### config.mk
export PLATFORM = sky130hd
export DESIGN_NAME = ecc_store_squash
export DESIGN_NICKNAME = d
export VERILOG_FILES = /design/src/rtl/ecc_sq_pkg.sv /design/src/rtl/ecc_sq_encode.sv /design/src/rtl/ecc_sq_decode.sv /design/src/rtl/ecc_sq_merge.sv /design/src/rtl/ecc_sq_ctrl.sv /design/src/rtl/ecc_store_squash.sv
export SDC_FILE = /design/constraint.sdc
export NUM_CORES = 1
export LEC_CHECK = 0
export BUFFER_PORTS_ARGS = -buffer_cell sky130_fd_sc_hd__buf_2
export CAP_MARGIN = 10
export CORE_MARGIN = 3
export CORE_UTILIZATION = 40
export DETAILED_ROUTE_END_ITERATION = 7
export PLACE_DENSITY_LB_ADDON = 0.05
export SLEW_MARGIN = 10
export SYNTH_ARGS = -nofsm -noshare
export SYNTH_HDL_FRONTEND = slang
export SYNTH_HIERARCHICAL = 1
export SYNTH_SLANG_ARGS = --single-unit
### constraint.sdc
create_clock -name clk_i -period 4.2 [get_ports clk_i]
set_input_delay 0.21 -clock clk_i [delete_from_list [all_inputs] [get_ports clk_i]]
set_output_delay 0.21 -clock clk_i [all_outputs]
set_load 0.02 [all_outputs]
### src/rtl/ecc_sq_pkg.sv
package ecc_sq_pkg;
  localparam int unsigned DATA_W = 64;
  localparam int unsigned CHK_W  = 8;
  localparam int unsigned HAM_W  = 7;
  localparam int unsigned LANES  = DATA_W / 8;

  typedef enum logic [1:0] {
    ST_IDLE  = 2'd0,
    ST_READ  = 2'd1,
    ST_MERGE = 2'd2,
    ST_WRITE = 2'd3
  } sq_state_e;

  // codeword position of data bit idx: non-powers of two from 3 upward
  function automatic logic [HAM_W-1:0] data_pos(int unsigned idx);
    logic [HAM_W-1:0] r;
    int unsigned n;
    r = '0;
    n = 0;
    for (int unsigned p = 3; p < 128; p++) begin
      if ((p & (p - 1)) != 0) begin
        if (n == idx) r = p[HAM_W-1:0];
        n++;
      end
    end
    return r;
  endfunction

  function automatic logic [DATA_W-1:0] chk_mask(int unsigned k);
    logic [DATA_W-1:0] m;
    logic [HAM_W-1:0]  p;
    m = '0;
    for (int unsigned i = 0; i < DATA_W; i++) begin
      p    = data_pos(i);
      m[i] = p[k];
    end
    return m;
  endfunction
endpackage

### src/rtl/ecc_sq_encode.sv
module ecc_sq_encode
  import ecc_sq_pkg::*;
(
  input  logic [DATA_W-1:0] data_i,
  output logic [CHK_W-1:0]  chk_o
);
  logic [HAM_W-1:0] ham;

  for (genvar k = 0; k < HAM_W; k++) begin : g_ham
    localparam logic [DATA_W-1:0] MASK = chk_mask(k);
    assign ham[k] = ^(data_i & MASK);
  end

  assign chk_o = {^{data_i, ham}, ham};
endmodule

### src/rtl/ecc_sq_decode.sv
module ecc_sq_decode
  import ecc_sq_pkg::*;
(
  input  logic [DATA_W-1:0] raw_i,
  input  logic [CHK_W-1:0]  chk_i,
  output logic [DATA_W-1:0] data_o,
  output logic              corr_o,
  output logic              dbl_o
);
  logic [HAM_W-1:0]  ham;
  logic [HAM_W-1:0]  syn;
  logic [DATA_W-1:0] flip;
  logic              par_err;
  logic              bad_syn;

  for (genvar k = 0; k < HAM_W; k++) begin : g_syn
    localparam logic [DATA_W-1:0] MASK = chk_mask(k);
    assign ham[k] = ^(raw_i & MASK);
  end

  assign syn     = ham ^ chk_i[HAM_W-1:0];
  assign par_err = ^{raw_i, chk_i};
  assign bad_syn = syn > HAM_W'(71);

  for (genvar i = 0; i < DATA_W; i++) begin : g_flip
    localparam logic [HAM_W-1:0] POS = data_pos(i);
    assign flip[i] = par_err && (syn == POS);
  end

  assign data_o = raw_i ^ flip;
  // odd parity: single error (data or check bit); even parity with syndrome: double
  assign corr_o = par_err && !bad_syn;
  assign dbl_o  = (!par_err && (syn != '0)) || (par_err && bad_syn);
endmodule

### src/rtl/ecc_sq_merge.sv
module ecc_sq_merge
  import ecc_sq_pkg::*;
(
  input  logic [DATA_W-1:0] orig_i,
  input  logic [2:0]        off_i,
  input  logic [1:0]        size_i,
  input  logic [31:0]       data_i,
  output logic [DATA_W-1:0] merged_o
);
  for (genvar b = 0; b < LANES; b++) begin : g_lane
    localparam logic [2:0] LB = 3'(b);
    localparam int unsigned H = b % 2;
    localparam int unsigned W = b % 4;
    logic       en;
    logic [7:0] src;

    always_comb begin
      unique case (size_i)
        2'd0: begin
          en  = (off_i == LB);
          src = data_i[7:0];
        end
        2'd1: begin
          en  = (off_i[2:1] == LB[2:1]);
          src = data_i[8*H +: 8];
        end
        default: begin
          en  = (off_i[2] == LB[2]);
          src = data_i[8*W +: 8];
        end
      endcase
    end

    assign merged_o[8*b +: 8] = en ? src : orig_i[8*b +: 8];
  end
endmodule

### src/rtl/ecc_sq_ctrl.sv
module ecc_sq_ctrl
  import ecc_sq_pkg::*;
(
  input  logic      clk_i,
  input  logic      rst_ni,
  input  logic      req_valid_i,
  output logic      accept_o,
  output logic      busy_o,
  output sq_state_e state_o
);
  sq_state_e state_q, state_d;

  assign busy_o   = (state_q != ST_IDLE);
  assign accept_o = req_valid_i && !busy_o;
  assign state_o  = state_q;

  always_comb begin
    state_d = state_q;
    unique case (state_q)
      ST_IDLE:  if (accept_o) state_d = ST_READ;
      ST_READ:  state_d = ST_MERGE;
      ST_MERGE: state_d = ST_WRITE;
      default:  state_d = ST_IDLE;
    endcase
  end

  always_ff @(posedge clk_i or negedge rst_ni) begin
    if (!rst_ni) state_q <= ST_IDLE;
    else         state_q <= state_d;
  end
endmodule

### src/rtl/ecc_store_squash.sv
module ecc_store_squash
  import ecc_sq_pkg::*;
#(
  parameter int unsigned ADDR_W = 12
) (
  input  logic              clk_i,
  input  logic              rst_ni,
  input  logic              req_valid_i,
  input  logic [ADDR_W-1:0] req_addr_i,
  input  logic [1:0]        req_size_i,
  input  logic [31:0]       req_data_i,
  output logic              busy_o,
  output logic              arr_rd_en_o,
  output logic [ADDR_W-4:0] arr_addr_o,
  input  logic [63:0]       arr_rd_data_i,
  input  logic [7:0]        arr_rd_chk_i,
  output logic              arr_wr_en_o,
  output logic [63:0]       arr_wr_data_o,
  output logic [7:0]        arr_wr_chk_o,
  output logic              done_o,
  output logic              squash_o,
  output logic              corr_o,
  output logic              dbl_err_o
);
  sq_state_e         state;
  logic              accept;
  logic [ADDR_W-1:0] addr_q;
  logic [1:0]        size_q;
  logic [31:0]       data_q;

  logic [DATA_W-1:0] fixed;
  logic              dec_corr, dec_dbl;
  logic [DATA_W-1:0] merged;
  logic [CHK_W-1:0]  new_chk;
  logic              silent;

  logic [DATA_W-1:0] merged_q;
  logic [CHK_W-1:0]  chk_q;
  logic              wr_q, squash_q, corr_q, dbl_q;

  ecc_sq_ctrl u_ctrl (
    .clk_i      (clk_i),
    .rst_ni     (rst_ni),
    .req_valid_i(req_valid_i),
    .accept_o   (accept),
    .busy_o     (busy_o),
    .state_o    (state)
  );

  always_ff @(posedge clk_i or negedge rst_ni) begin
    if (!rst_ni) begin
      addr_q <= '0;
      size_q <= '0;
      data_q <= '0;
    end else if (accept) begin
      addr_q <= req_addr_i;
      size_q <= req_size_i;
      data_q <= req_data_i;
    end
  end

  ecc_sq_decode u_dec (
    .raw_i (arr_rd_data_i),
    .chk_i (arr_rd_chk_i),
    .data_o(fixed),
    .corr_o(dec_corr),
    .dbl_o (dec_dbl)
  );

  ecc_sq_merge u_merge (
    .orig_i  (fixed),
    .off_i   (addr_q[2:0]),
    .size_i  (size_q),
    .data_i  (data_q),
    .merged_o(merged)
  );

  ecc_sq_encode u_enc (
    .data_i(merged),
    .chk_o (new_chk)
  );

  // silence compare in parallel with check-bit generation
  assign silent = (merged == fixed);

  always_ff @(posedge clk_i or negedge rst_ni) begin
    if (!rst_ni) begin
      merged_q <= '0;
      chk_q    <= '0;
      wr_q     <= 1'b0;
      squash_q <= 1'b0;
      corr_q   <= 1'b0;
      dbl_q    <= 1'b0;
    end else if (state == ST_MERGE) begin
      merged_q <= merged;
      chk_q    <= new_chk;
      wr_q     <= !dec_dbl && (!silent || dec_corr);
      squash_q <= !dec_dbl && silent && !dec_corr;
      corr_q   <= dec_corr;
      dbl_q    <= dec_dbl;
    end
  end

  assign arr_rd_en_o   = (state == ST_READ);
  assign arr_addr_o    = addr_q[ADDR_W-1:3];
  assign done_o        = (state == ST_WRITE);
  assign arr_wr_en_o   = done_o && wr_q;
  assign arr_wr_data_o = merged_q;
  assign arr_wr_chk_o  = chk_q;
  assign squash_o      = done_o && squash_q;
  assign corr_o        = done_o && corr_q;
  assign dbl_err_o     = done_o && dbl_q;
endmodule

==> flow_summary.yaml <==
timing:
  fin_tns_setup_ns: -4.85
  setup_ws_ns: -0.967
  tightestPinTransition_ns: 1.09
  rsz0062_at_grt: "true"
  hold_viol: 0
  timing.final.crit_period_ns: 5.17
  max_slew_margin: 0.275
  finalSetupViolCount: 9
  max_freq_mhz: 194
  finClkSkew_ns: 0.0148
  maxSlewViolCount: 0
  fin_crit_sh: 1.23
floorplanning:
  die-width_um: 172
  core-area_mm2: 0.0265
  ios: 209
  die_y_um: 172
  dieArea_mm2: 0.0294
  rows: 59
  start_util: 0.413
logic_synthesis:
  synth_edf_count: 0
  ys_types: 62
  ys.flop_type: "dfrtp_1"
  ys_async_sr_fraction: 1.00
  yosysWarnings: 6
  avgSynthCellArea_um2: 11.0
  synth-seq-area-share: 0.283
  yosysTopAreaCell: "dfrtp_1"
  yosys_register_bits: 124
  synthesis.area_mm2: 0.0110
  yosys-top-cells-area: "dfrtp_1, xnor2_1, mux2_2, xnor3_1, xor2_1"
  syn-num-nets: 1116
  netlist.area_leader.share: 0.283
  synthesis.instances: 993
setup_path:
  reg2reg_slack_ns: 0.17
  crit_buf_inv: 2
  worstSetupPathType: "input port to flip-flop"
  r2r.worst_path.cells: 11
  critPathMaxFanout: 7
  worstReg2RegStart: "size_q[0]$_DFFE_PN0P_"
  critical_path_required_ns: 4.51
  crit_chain: "buf_6, xnor3_1, xor2_2, xnor3_1, xnor3_2, or3_4, a21oi_4, buf_6, o211ai_1, xnor2_1, mux2_4, xnor2_2, xnor3_2, xnor2_2, xnor3_2, xnor3_1, xor3_1, mux2_2"
  crit_slowest_cell: "xnor3_2"
  cpLargestDelayFamily: "XOR/XNOR gates"
  start_kind: "input port"
  arrival_ns: 5.48
  end_kind: "flip-flop"
  reg2reg_to: "arr_wr_chk_o[7]$_DFFE_PN0N_"
  slowest_delay_ns: 0.48
grt:
  grt_max_degree: 62
  grt_pass1_vias: 10110
  grt.total_usage: 0.300
  grt_first_pass_wirelength_mm: 64.4
  gr-total-overflow: 0
  antenna_found_initial: 1
cells_and_area:
  fillers: 2290
  multiInputGateArea_mm2: 0.00808
  final_cell_mix: "buf_4, buf_2, xnor2_1, mux2_2, dfrtp_1"
  drive_above_1_share: 0.577
  layout_commonest_cell: "buf_4"
  antenna_cells: 0
  area_growth_pct: 51.4
  design.final.nets: 1707
  final-seq-area_mm2: 0.00310
status:
  violations: "negative setup slack"
  status: "finished, violations left"
cts:
  path_clk_slew_ns: 0.07
  htreeDepth: 4
  cts_inserted_buffers: 17
  clkLatencyLatePin_ns: 0.43
  clockRootBuffer: "clkbuf_16"
  tritoncts: "built"
  cts_sinks: 124
  clock_path_buffers: 2
min_path:
  holdPathStages: 2
  holdCritStartpoint: "req_addr_i[2]"
  hold-path-endpoint: "addr_q[2]$_DFFE_PN0P_"
  worst_hold_path_type: "input port to flip-flop"
detailed_routing:
  drc_errors: 0
  ant_nets: 0
  drtPass1Iterations: 5
  post_drt_wl_per_cell_um: 22.7
  routed_wl_mm: 43.8
  drtIter0Drc: 634
  via_per_inst: 5.14
  vias: 9931
place:
  hpwl_mm: 36.7
  portBuffers: 208
  gp_congestion: 0.968
flow_run:
  max-cap-violations: 0
-- layout make-up --
class | count | area share
inverters | 10 | 0.00226
clock buffers | 17 | 0.0256
well taps | 335 | 0.0253
repair buffers | 626 | 0.263
multi-input cells | 805 | 0.487
clock inverters | 15 | 0.0100
flip-flops and latches | 124 | 0.187
-- synth_stat cells (all sizes together) (2+ instances only) --
cell and count:
xnor2 232, xor2 81, xor3 6, xnor3 42, o22ai 2, mux2i 18, and3 6, nor2b 9
a211oi 2, and2 5, nor4 13, inv 10, nand2 38, or3 2, o2111ai 2, nand4 47
o21ai 32, nand2b 7, buf 25, a21oi 28, nor2 26, clkbuf 29, dfrtp 124, o21ba 3
a2111oi 2, nand3 16, ha 2, mux2 158, o211ai 16
-- cell families (layout without fill, tap and decap cells) --
group / count (synthesis) / after routing / share of synthesized area
AND/OR/NAND/NOR: 171 / 171 / 0.0852
AO/OA/AOI/OAI: 95 / 95 / 0.0607
XOR/XNOR: 361 / 361 / 0.354
adder cells (fa/ha/maj): 2 / 2 / 0.00228
flip-flops: 124 / 124 / 0.283
multiplexers: 176 / 176 / 0.182
buffers and inverters: 64 / 668 / 0.0325
-- layer usage --
layer	track usage	part of all wire
met3	0.0375	0.054
met1	0.407	0.44
met5	0	0
met2	0.490	0.46
met4	0.117	0.042
-- repair_timing --
item / CTS / global route
buffers inserted: 19 / 8
resized for setup: 57 / 32
hold buffers: 10 / 0
endpoints found under the hold margin: 51 / 0
setup endpoints to repair: 10 / 10
cloned: 0 / 0
pin swaps: 27 / 16
-- registers in the layout, summed over array words and instances (netlist names) --
name and flops:
data_q 32, addr_q 12, size_q 2, corr_q 1, u_ctrl/state_o 2, arr_wr_chk_o 8
wr_q 1, squash_q 1, dbl_q 1, arr_wr_data_o 64
-- metrics by stage --
stage / setup slack (ns) / instance area, µm² / std cells / util / hold WS, ns
2_1_floorplan: -1.04 / 11200 / 993 / - / -0.0856
3_3_place_gp: -1.62 / 15300 / 1865 / 0.576 / 0.232
3_5_place_dp: -1.64 / 15300 / 1865 / 0.576 / 0.229
4_1_cts: -0.901 / 16300 / 1924 / 0.617 / 0.000617
5_1_grt: -1.12 / 16600 / 1932 / 0.626 / 0.0170
6_report: -0.967 / 16600 / 1932 / 0.626 / 0.0162
-- worst max-delay path by stage --
stage,startpoint,endpoint,slack (ns),cells after the start
after floorplan,arr_rd_data_i[56],arr_wr_chk_o[7]$_DFFE_PN0N_,-1.04,17
after global placement,arr_rd_data_i[8],arr_wr_chk_o[7]$_DFFE_PN0N_,-1.62,19
after detailed placement,arr_rd_data_i[8],arr_wr_chk_o[7]$_DFFE_PN0N_,-1.64,19
after CTS,arr_rd_chk_i[2],arr_wr_chk_o[7]$_DFFE_PN0N_,-0.90,19
after global routing,arr_rd_chk_i[2],arr_wr_chk_o[7]$_DFFE_PN0N_,-1.12,20
final,arr_rd_chk_i[2],arr_wr_chk_o[7]$_DFFE_PN0N_,-0.97,18
Power is not shown: default switching activity piles up to over one toggle a cycle in this logic, so the estimate is an artifact.
